$ cat src/rtl/bfly_pkg.sv
package bfly_pkg;

  localparam int unsigned BFLY_LATENCY = 3;

  // width of the rounded rotated leg: full product growth minus fraction bits
  function automatic int dout_width(input int dw, input int tw, input int tf);
    return dw + tw + 3 - tf;
  endfunction

  function automatic int prod_width(input int dw, input int tw);
    return dw + tw + 2;
  endfunction

endpackage

$ cat src/rtl/bfly_preadd.sv
module bfly_preadd #(
  parameter int DW = 16,
  parameter int TW = 16
) (
  input  logic                 clk_i,
  input  logic                 rst_ni,
  input  logic                 valid_i,
  input  logic signed [DW-1:0] a_re_i,
  input  logic signed [DW-1:0] a_im_i,
  input  logic signed [DW-1:0] b_re_i,
  input  logic signed [DW-1:0] b_im_i,
  input  logic signed [TW-1:0] w_re_i,
  input  logic signed [TW-1:0] w_im_i,
  output logic                 valid_o,
  output logic signed [DW:0]   c_re_o,
  output logic signed [DW:0]   c_im_o,
  output logic signed [DW+1:0] sa_o,
  output logic signed [DW+1:0] sb_o,
  output logic signed [DW:0]   di_o,
  output logic signed [TW:0]   sw_o,
  output logic signed [TW-1:0] wr_o,
  output logic signed [TW-1:0] wi_o
);
  localparam int DW1 = DW + 1;
  localparam int DW2 = DW + 2;
  localparam int TW1 = TW + 1;

  logic signed [DW:0]   sum_re, sum_im, dif_re, dif_im;
  logic signed [DW+1:0] sa_c, sb_c;
  logic signed [TW:0]   sw_c;

  always_comb begin
    sum_re = DW1'(a_re_i) + DW1'(b_re_i);
    sum_im = DW1'(a_im_i) + DW1'(b_im_i);
    dif_re = DW1'(a_re_i) - DW1'(b_re_i);
    dif_im = DW1'(a_im_i) - DW1'(b_im_i);
    // operands feeding the three real multipliers
    sa_c   = DW2'(dif_re) - DW2'(dif_im);
    sb_c   = DW2'(dif_re) + DW2'(dif_im);
    sw_c   = TW1'(w_re_i) - TW1'(w_im_i);
  end

  always_ff @(posedge clk_i or negedge rst_ni) begin
    if (!rst_ni) begin
      valid_o <= 1'b0;
      c_re_o  <= '0;
      c_im_o  <= '0;
      sa_o    <= '0;
      sb_o    <= '0;
      di_o    <= '0;
      sw_o    <= '0;
      wr_o    <= '0;
      wi_o    <= '0;
    end else begin
      valid_o <= valid_i;
      if (valid_i) begin
        c_re_o <= sum_re;
        c_im_o <= sum_im;
        sa_o   <= sa_c;
        sb_o   <= sb_c;
        di_o   <= dif_im;
        sw_o   <= sw_c;
        wr_o   <= w_re_i;
        wi_o   <= w_im_i;
      end
    end
  end


  a_r2_pre_valid: assert property (@(posedge clk_i) disable iff (!rst_ni)
    valid_i |=> valid_o);

  a_r7_pre_hold: assert property (@(posedge clk_i) disable iff (!rst_ni)
    !valid_i |=> ($stable(sa_o) && $stable(sb_o) && $stable(di_o) && $stable(c_re_o) && $stable(c_im_o)));

endmodule

$ cat src/rtl/bfly_mult.sv
module bfly_mult #(
  parameter int DW = 16,
  parameter int TW = 16
) (
  input  logic                 clk_i,
  input  logic                 rst_ni,
  input  logic                 valid_i,
  input  logic signed [DW:0]   c_re_i,
  input  logic signed [DW:0]   c_im_i,
  input  logic signed [DW+1:0] sa_i,
  input  logic signed [DW+1:0] sb_i,
  input  logic signed [DW:0]   di_i,
  input  logic signed [TW:0]   sw_i,
  input  logic signed [TW-1:0] wr_i,
  input  logic signed [TW-1:0] wi_i,
  output logic                 valid_o,
  output logic signed [DW:0]   c_re_o,
  output logic signed [DW:0]   c_im_o,
  output logic signed [bfly_pkg::prod_width(DW, TW)-1:0] m_re_o,
  output logic signed [bfly_pkg::prod_width(DW, TW)-1:0] m_im_o,
  output logic signed [bfly_pkg::prod_width(DW, TW)-1:0] m_x_o
);
  localparam int PW = bfly_pkg::prod_width(DW, TW);

  logic signed [PW-1:0] p_re, p_im, p_x;

  always_comb begin
    p_re = PW'(wr_i) * PW'(sa_i);   // wr*(dr-di)
    p_im = PW'(wi_i) * PW'(sb_i);   // wi*(dr+di)
    p_x  = PW'(di_i) * PW'(sw_i);   // shared cross term di*(wr-wi)
  end

  always_ff @(posedge clk_i or negedge rst_ni) begin
    if (!rst_ni) begin
      valid_o <= 1'b0;
      c_re_o  <= '0;
      c_im_o  <= '0;
      m_re_o  <= '0;
      m_im_o  <= '0;
      m_x_o   <= '0;
    end else begin
      valid_o <= valid_i;
      if (valid_i) begin
        c_re_o <= c_re_i;
        c_im_o <= c_im_i;
        m_re_o <= p_re;
        m_im_o <= p_im;
        m_x_o  <= p_x;
      end
    end
  end


  a_r2_mul_valid: assert property (@(posedge clk_i) disable iff (!rst_ni)
    valid_i |=> valid_o);

  a_r7_mul_hold: assert property (@(posedge clk_i) disable iff (!rst_ni)
    !valid_i |=> ($stable(m_re_o) && $stable(m_im_o) && $stable(m_x_o)));

endmodule

$ cat src/rtl/bfly_postadd.sv
module bfly_postadd #(
  parameter int DW = 16,
  parameter int TW = 16,
  parameter int TF = 14
) (
  input  logic                 clk_i,
  input  logic                 rst_ni,
  input  logic                 valid_i,
  input  logic signed [DW:0]   c_re_i,
  input  logic signed [DW:0]   c_im_i,
  input  logic signed [bfly_pkg::prod_width(DW, TW)-1:0] m_re_i,
  input  logic signed [bfly_pkg::prod_width(DW, TW)-1:0] m_im_i,
  input  logic signed [bfly_pkg::prod_width(DW, TW)-1:0] m_x_i,
  output logic                 valid_o,
  output logic signed [DW:0]   c_re_o,
  output logic signed [DW:0]   c_im_o,
  output logic signed [bfly_pkg::dout_width(DW, TW, TF)-1:0] d_re_o,
  output logic signed [bfly_pkg::dout_width(DW, TW, TF)-1:0] d_im_o
);
  localparam int PW  = bfly_pkg::prod_width(DW, TW);
  localparam int PRW = PW + 1;
  localparam logic signed [PRW-1:0] HALF = {{(PRW-1){1'b0}}, 1'b1} << (TF - 1);

  logic signed [PRW-1:0] re_sum, im_sum, re_rnd, im_rnd;

  always_comb begin
    re_sum = PRW'(m_re_i) + PRW'(m_x_i);
    im_sum = PRW'(m_im_i) + PRW'(m_x_i);
    re_rnd = re_sum + HALF;
    im_rnd = im_sum + HALF;
  end

  always_ff @(posedge clk_i or negedge rst_ni) begin
    if (!rst_ni) begin
      valid_o <= 1'b0;
      c_re_o  <= '0;
      c_im_o  <= '0;
      d_re_o  <= '0;
      d_im_o  <= '0;
    end else begin
      valid_o <= valid_i;
      if (valid_i) begin
        c_re_o <= c_re_i;
        c_im_o <= c_im_i;
        d_re_o <= re_rnd[PRW-1:TF];
        d_im_o <= im_rnd[PRW-1:TF];
      end
    end
  end


  a_r2_out_idle: assert property (@(posedge clk_i) disable iff (!rst_ni)
    !valid_i |=> !valid_o);

  a_r7_out_hold: assert property (@(posedge clk_i) disable iff (!rst_ni)
    !valid_i |=> ($stable(d_re_o) && $stable(d_im_o) && $stable(c_re_o) && $stable(c_im_o)));

endmodule

$ cat src/rtl/bfly_dif3m.sv
module bfly_dif3m #(
  parameter int DW = 16,
  parameter int TW = 16,
  parameter int TF = 14
) (
  input  logic                 clk_i,
  input  logic                 rst_ni,
  input  logic                 valid_i,
  input  logic signed [DW-1:0] a_re_i,
  input  logic signed [DW-1:0] a_im_i,
  input  logic signed [DW-1:0] b_re_i,
  input  logic signed [DW-1:0] b_im_i,
  input  logic signed [TW-1:0] w_re_i,
  input  logic signed [TW-1:0] w_im_i,
  output logic                 valid_o,
  output logic signed [DW:0]   c_re_o,
  output logic signed [DW:0]   c_im_o,
  output logic signed [bfly_pkg::dout_width(DW, TW, TF)-1:0] d_re_o,
  output logic signed [bfly_pkg::dout_width(DW, TW, TF)-1:0] d_im_o
);
  localparam int PW  = bfly_pkg::prod_width(DW, TW);
  localparam int DOW = bfly_pkg::dout_width(DW, TW, TF);

  logic                 s1_v, s2_v;
  logic signed [DW:0]   s1_c_re, s1_c_im, s2_c_re, s2_c_im, s1_di;
  logic signed [DW+1:0] s1_sa, s1_sb;
  logic signed [TW:0]   s1_sw;
  logic signed [TW-1:0] s1_wr, s1_wi;
  logic signed [PW-1:0] s2_m_re, s2_m_im, s2_m_x;

  bfly_preadd #(.DW(DW), .TW(TW)) i_preadd (
    .clk_i  (clk_i),
    .rst_ni (rst_ni),
    .valid_i(valid_i),
    .a_re_i (a_re_i),
    .a_im_i (a_im_i),
    .b_re_i (b_re_i),
    .b_im_i (b_im_i),
    .w_re_i (w_re_i),
    .w_im_i (w_im_i),
    .valid_o(s1_v),
    .c_re_o (s1_c_re),
    .c_im_o (s1_c_im),
    .sa_o   (s1_sa),
    .sb_o   (s1_sb),
    .di_o   (s1_di),
    .sw_o   (s1_sw),
    .wr_o   (s1_wr),
    .wi_o   (s1_wi)
  );

  bfly_mult #(.DW(DW), .TW(TW)) i_mult (
    .clk_i  (clk_i),
    .rst_ni (rst_ni),
    .valid_i(s1_v),
    .c_re_i (s1_c_re),
    .c_im_i (s1_c_im),
    .sa_i   (s1_sa),
    .sb_i   (s1_sb),
    .di_i   (s1_di),
    .sw_i   (s1_sw),
    .wr_i   (s1_wr),
    .wi_i   (s1_wi),
    .valid_o(s2_v),
    .c_re_o (s2_c_re),
    .c_im_o (s2_c_im),
    .m_re_o (s2_m_re),
    .m_im_o (s2_m_im),
    .m_x_o  (s2_m_x)
  );

  bfly_postadd #(.DW(DW), .TW(TW), .TF(TF)) i_postadd (
    .clk_i  (clk_i),
    .rst_ni (rst_ni),
    .valid_i(s2_v),
    .c_re_i (s2_c_re),
    .c_im_i (s2_c_im),
    .m_re_i (s2_m_re),
    .m_im_i (s2_m_im),
    .m_x_i  (s2_m_x),
    .valid_o(valid_o),
    .c_re_o (c_re_o),
    .c_im_o (c_im_o),
    .d_re_o (d_re_o),
    .d_im_o (d_im_o)
  );

  // observation terms for the unity-twiddle check
  localparam logic signed [TW-1:0] UNITY = {{(TW-1){1'b0}}, 1'b1} << TF;
  logic                  unity_in;
  logic signed [DOW-1:0] dif_re_in, dif_im_in;
  assign unity_in  = valid_i && (w_re_i == UNITY) && (w_im_i == '0);
  assign dif_re_in = DOW'(a_re_i) - DOW'(b_re_i);
  assign dif_im_in = DOW'(a_im_i) - DOW'(b_im_i);


  a_r5_unity_pass: assert property (@(posedge clk_i) disable iff (!rst_ni)
    (valid_o && $past(unity_in, 3)) |-> (d_re_o == $past(dif_re_in, 3) && d_im_o == $past(dif_im_in, 3)));

endmodule

$ cat config.mk
export PLATFORM = sky130hd
export DESIGN_NAME = bfly_dif3m
export DESIGN_NICKNAME = d
export VERILOG_FILES = /design/src/rtl/bfly_pkg.sv /design/src/rtl/bfly_preadd.sv /design/src/rtl/bfly_mult.sv /design/src/rtl/bfly_postadd.sv /design/src/rtl/bfly_dif3m.sv
export SDC_FILE = /design/constraint.sdc
export NUM_CORES = 2
export LEC_CHECK = 0
export ABC_AREA = 1
export BUFFER_PORTS_ARGS = -buffer_cell sky130_fd_sc_hd__buf_2
export CORE_ASPECT_RATIO = 0.75
export CORE_MARGIN = 5
export CORE_UTILIZATION = 45
export CTS_BUF_LIST = sky130_fd_sc_hd__clkbuf_8
export CTS_CLUSTER_DIAMETER = 60
export DETAILED_ROUTE_END_ITERATION = 6
export PLACE_DENSITY = 0.64
export SKIP_LAST_GASP = 1
export SLEW_MARGIN = 20
export SYNTH_ARGS = -nofsm -noshare
export SYNTH_HDL_FRONTEND = slang
export SYNTH_HIERARCHICAL = 1
export SYNTH_SLANG_ARGS = --single-unit
$ cat constraint.sdc
create_clock -name clk_i -period 8.2 [get_ports clk_i]
set_clock_uncertainty 0.1 [all_clocks]
set_input_delay 0 -clock clk_i [delete_from_list [all_inputs] [get_ports clk_i]]
set_output_delay 0 -clock clk_i [all_outputs]
set_load 0.01 [all_outputs]
==> results.json <==
{
  "end_kind": "flip-flop",
  "ant_nets": 0,
  "seq_area_frac_synth_pct": 15.0,
  "fmax_mhz": 152,
  "cts_setup_buffers": 0,
  "maxSlewViolCount": 0,
  "worst_pin_slew_ns": 1.13,
  "setup-tns-final_ns": 0,
  "hold_start": "b_im_i[11]",
  "wl_um": 185000,
  "drc": 0,
  "cts_sinks": 349,
  "synthFlopType": "dfrtp_1",
  "cts_buffers": 69,
  "io_buffers": 175,
  "cts_root_buffer": "clkbuf_8",
  "synth_nets": 9302,
  "synthCells": 7819,
  "die-area_mm2": 0.137,
  "num_rows": 114,
  "cp.required_ns": 8.65,
  "final_nets": 9453,
  "gp_congestion": 0.979,
  "rsz0062_at_grt": "false",
  "crit_type": "reg2reg",
  "synthArstFlopShare_pct": 100,
  "syn_area_per_cell_um2": 7.47,
  "first_iter_violations": 4474,
  "grt_pass1_wl_um": 291000,
  "synth_edf_count": 0,
  "fin_crit_sh_pct": 80.4,
  "initial_utilization_pct": 45.3,
  "drive_gt1_share_pct": 5.62,
  "r2r_cells": 20,
  "drv_cap": 0,
  "setup_violations": 0,
  "synth.distinct_cells": 53,
  "die_h_um": 322,
  "grt_util_all_layers_pct": 27.4,
  "ys_ff_latch": 349,
  "synth_area_leader_cell": "fa_1",
  "critPathMaxFanout": 19,
  "cp.arrival_ns": 7.05,
  "gr-total-overflow": 0,
  "yosysTopAreaCellShare_pct": 30.3,
  "cts_tree": "yes",
  "vias": 49670,
  "startpoint_type": "flip-flop",
  "htreeDepth": 3,
  "cp-startpoint": "i_preadd/wr_o[9]$_DFFE_PN0P_",
  "final_hold_viol_count": 0,
  "grt_pass1_vias": 50169,
  "clk_latency_ns": 0.75,
  "endpoint": "i_mult/m_re_o[15]$_DFFE_PN0P_",
  "reg2reg_slack_ns": 1.60,
  "fillers": 12794,
  "routedWlPerCell_um": 19.0,
  "antenna_found_initial": 6,
  "syn_area_mm2": 0.0584,
  "drtPass1Iterations": 6,
  "dp_hpwl_um": 151000,
  "r2r-end": "i_mult/m_re_o[15]$_DFFE_PN0P_",
  "synthToLayoutAreaGrowth_pct": 9.16,
  "grt_max_degree": 158,
  "vias_per_cell": 5.09,
  "rr_startpoint": "i_preadd/wr_o[9]$_DFFE_PN0P_",
  "slew_headroom_pct": 24.6,
  "yosys_warnings": 6,
  "core-area_mm2": 0.129,
  "path_clk_slew_ns": 0.07,
  "synth_area_leaders": "fa_1 (30%), nand2_1 (15%), dfrtp_1 (15%), inv_1 (12%), ha_1 (11%)",
  "hp-class": "in2reg",
  "dieWidth_um": 426,
  "period_minus_slack_ns": 6.60,
  "clockBufferDepth": 3,
  "ios": 176,
  "outcome": "completed"
}
## layout by cell type, fill, tap and decap left out, types with 16 or more instances in the layout
cell,count
nand4_1,54
o21bai_1,20
nor3_1,45
buf_4,28
nand2_1,2347
nor2_1,325
xor2_1,70
a31oi_1,23
nand3b_1,22
o21ai_0,222
nand3_1,262
buf_2,174
dfrtp_1,347
clkbuf_8,83
nand2_2,44
o21ai_1,34
fa_1,883
a21oi_1,267
xnor2_1,50
nor2_2,20
inv_1,1834
or2_2,19
dlygate4sd3_1,173
ha_1,501
nand3_2,16
## metrics by stage
| step | util (%) | hold WS (ns) | setup slack (ns) | cells | area [um2] |
|---|---|---|---|---|---|
| 2_1_floorplan | - | -0.396 | 2.55 | 7819 | 58400 |
| 3_3_place_gp | 46.9 | -0.0773 | 1.76 | 9465 | 60500 |
| 3_5_place_dp | 46.9 | -0.0767 | 1.68 | 9465 | 60500 |
| 4_1_cts | 49.4 | 0.00582 | 1.71 | 9758 | 63700 |
| 5_1_grt | 49.4 | 0.0543 | 1.32 | 9759 | 63700 |
| 6_report | 49.4 | 0.0654 | 1.60 | 9759 | 63700 |
## synth_stat cells (all sizes together), types with 24 or more instances
cell / n
o21ai: 264
nand3: 278
nor3: 54
dfrtp: 349
ha: 501
buf: 48
nor2: 348
xor2: 70
xnor2: 50
a21oi: 272
nand2: 2392
nand4: 54
inv: 1829
a31oi: 24
fa: 883
or2: 33
clkbuf: 250
## what timing repair did
item / CTS / global route
hold buffers: 174 / 0
hold endpoints to repair: 449 / 0
resized for setup: 0 / 0
## cell type report
type | count | area [um2] | area share [%]
diodes | 1 | 2.50 | 0.00393
clock buffers | 83 | 1140 | 1.79
clock inverters | 36 | 363 | 0.569
inverters | 1832 | 6880 | 10.8
multi-input cells | 5340 | 41600 | 65.2
flip-flops and latches | 349 | 8740 | 13.7
well taps | 1740 | 2180 | 3.42
repair buffers | 378 | 2880 | 4.51
## registers in the layout, summed over array words and instances (netlist names)
| register | flops |
|---|---|
| i_preadd/valid_o | 1 |
| i_postadd/d_re_o | 21 |
| i_preadd/c_im_o | 16 |
| i_mult/valid_o | 1 |
| i_mult/c_re_o | 17 |
| i_mult/m_re_o | 34 |
| i_mult/m_x_o | 34 |
| i_preadd/wr_o | 16 |
| i_mult/c_im_o | 17 |
| i_postadd/d_im_o | 21 |
| i_postadd/c_re_o | 17 |
| i_preadd/sb_o | 18 |
| i_postadd/valid_o | 1 |
| i_preadd/di_o | 17 |
| i_preadd/c_re_o | 17 |
| i_preadd/sw_o | 17 |
| i_mult/m_im_o | 34 |
| i_preadd/sa_o | 17 |
| i_preadd/wi_o | 16 |
| i_postadd/c_im_o | 17 |
## kinds of logic (layout without fill, tap and decap cells)
logic type | count (synthesis) | count (layout) | synth area share (%)
and+or+nand+nor | 3201 | 3201 | 22.4
DFF | 349 | 349 | 15.0
buffers and inverters | 2130 | 2329 | 13.9
other | 0 | 1 | 0
AOI/OAI and AO/OA | 634 | 634 | 5.93
adders and majority gates | 1384 | 1384 | 41.0
muxes | 1 | 1 | 0.0193
xor gates and xnor gates | 120 | 120 | 1.80
## worst min path at each step
stage | cells past startpoint | endpoint
global placement | 1 | i_postadd/c_re_o[16]$_DFFE_PN0P_
CTS | 4 | i_preadd/sw_o[0]$_DFFE_PN0P_
finish | 7 | i_preadd/di_o[13]$_DFFE_PN0P_
global route | 4 | i_preadd/wr_o[6]$_DFFE_PN0P_
floorplan | 0 | i_mult/c_im_o[0]$_DFFE_PN0P_
detailed placement | 1 | i_postadd/c_re_o[16]$_DFFE_PN0P_
## routing by layer
metal | share of wire (%) | global-route usage, % | up-vias
met5 | 0.0038 | 0 | -
li1 | - | - | 23444
met1 | 47 | 40.8 | 24057
met4 | 2.9 | 7.38 | 2
met3 | 10 | 7.77 | 239
met2 | 40 | 39.1 | 1928
## worst max-delay path: stages (launching register included)
cell	delay [ns]
dfrtp_1	1.00
nand2_1	0.15
fa_1	0.52
inv_1	0.05
fa_1	0.50
inv_1	0.06
fa_1	0.54
inv_1	0.07
fa_1	0.45
fa_1	0.49
inv_1	0.05
fa_1	0.48
inv_1	0.05
ha_1	0.36
nand2_1	0.09
nand2_1	0.12
o21bai_1	0.25
inv_1	0.10
nand3_1	0.26
xnor2_1	0.59
o21ai_1	0.11
Power is left out: the tool's default activity adds up to more than one toggle a clock period on the data nets, which glitch-free logic cannot reach.
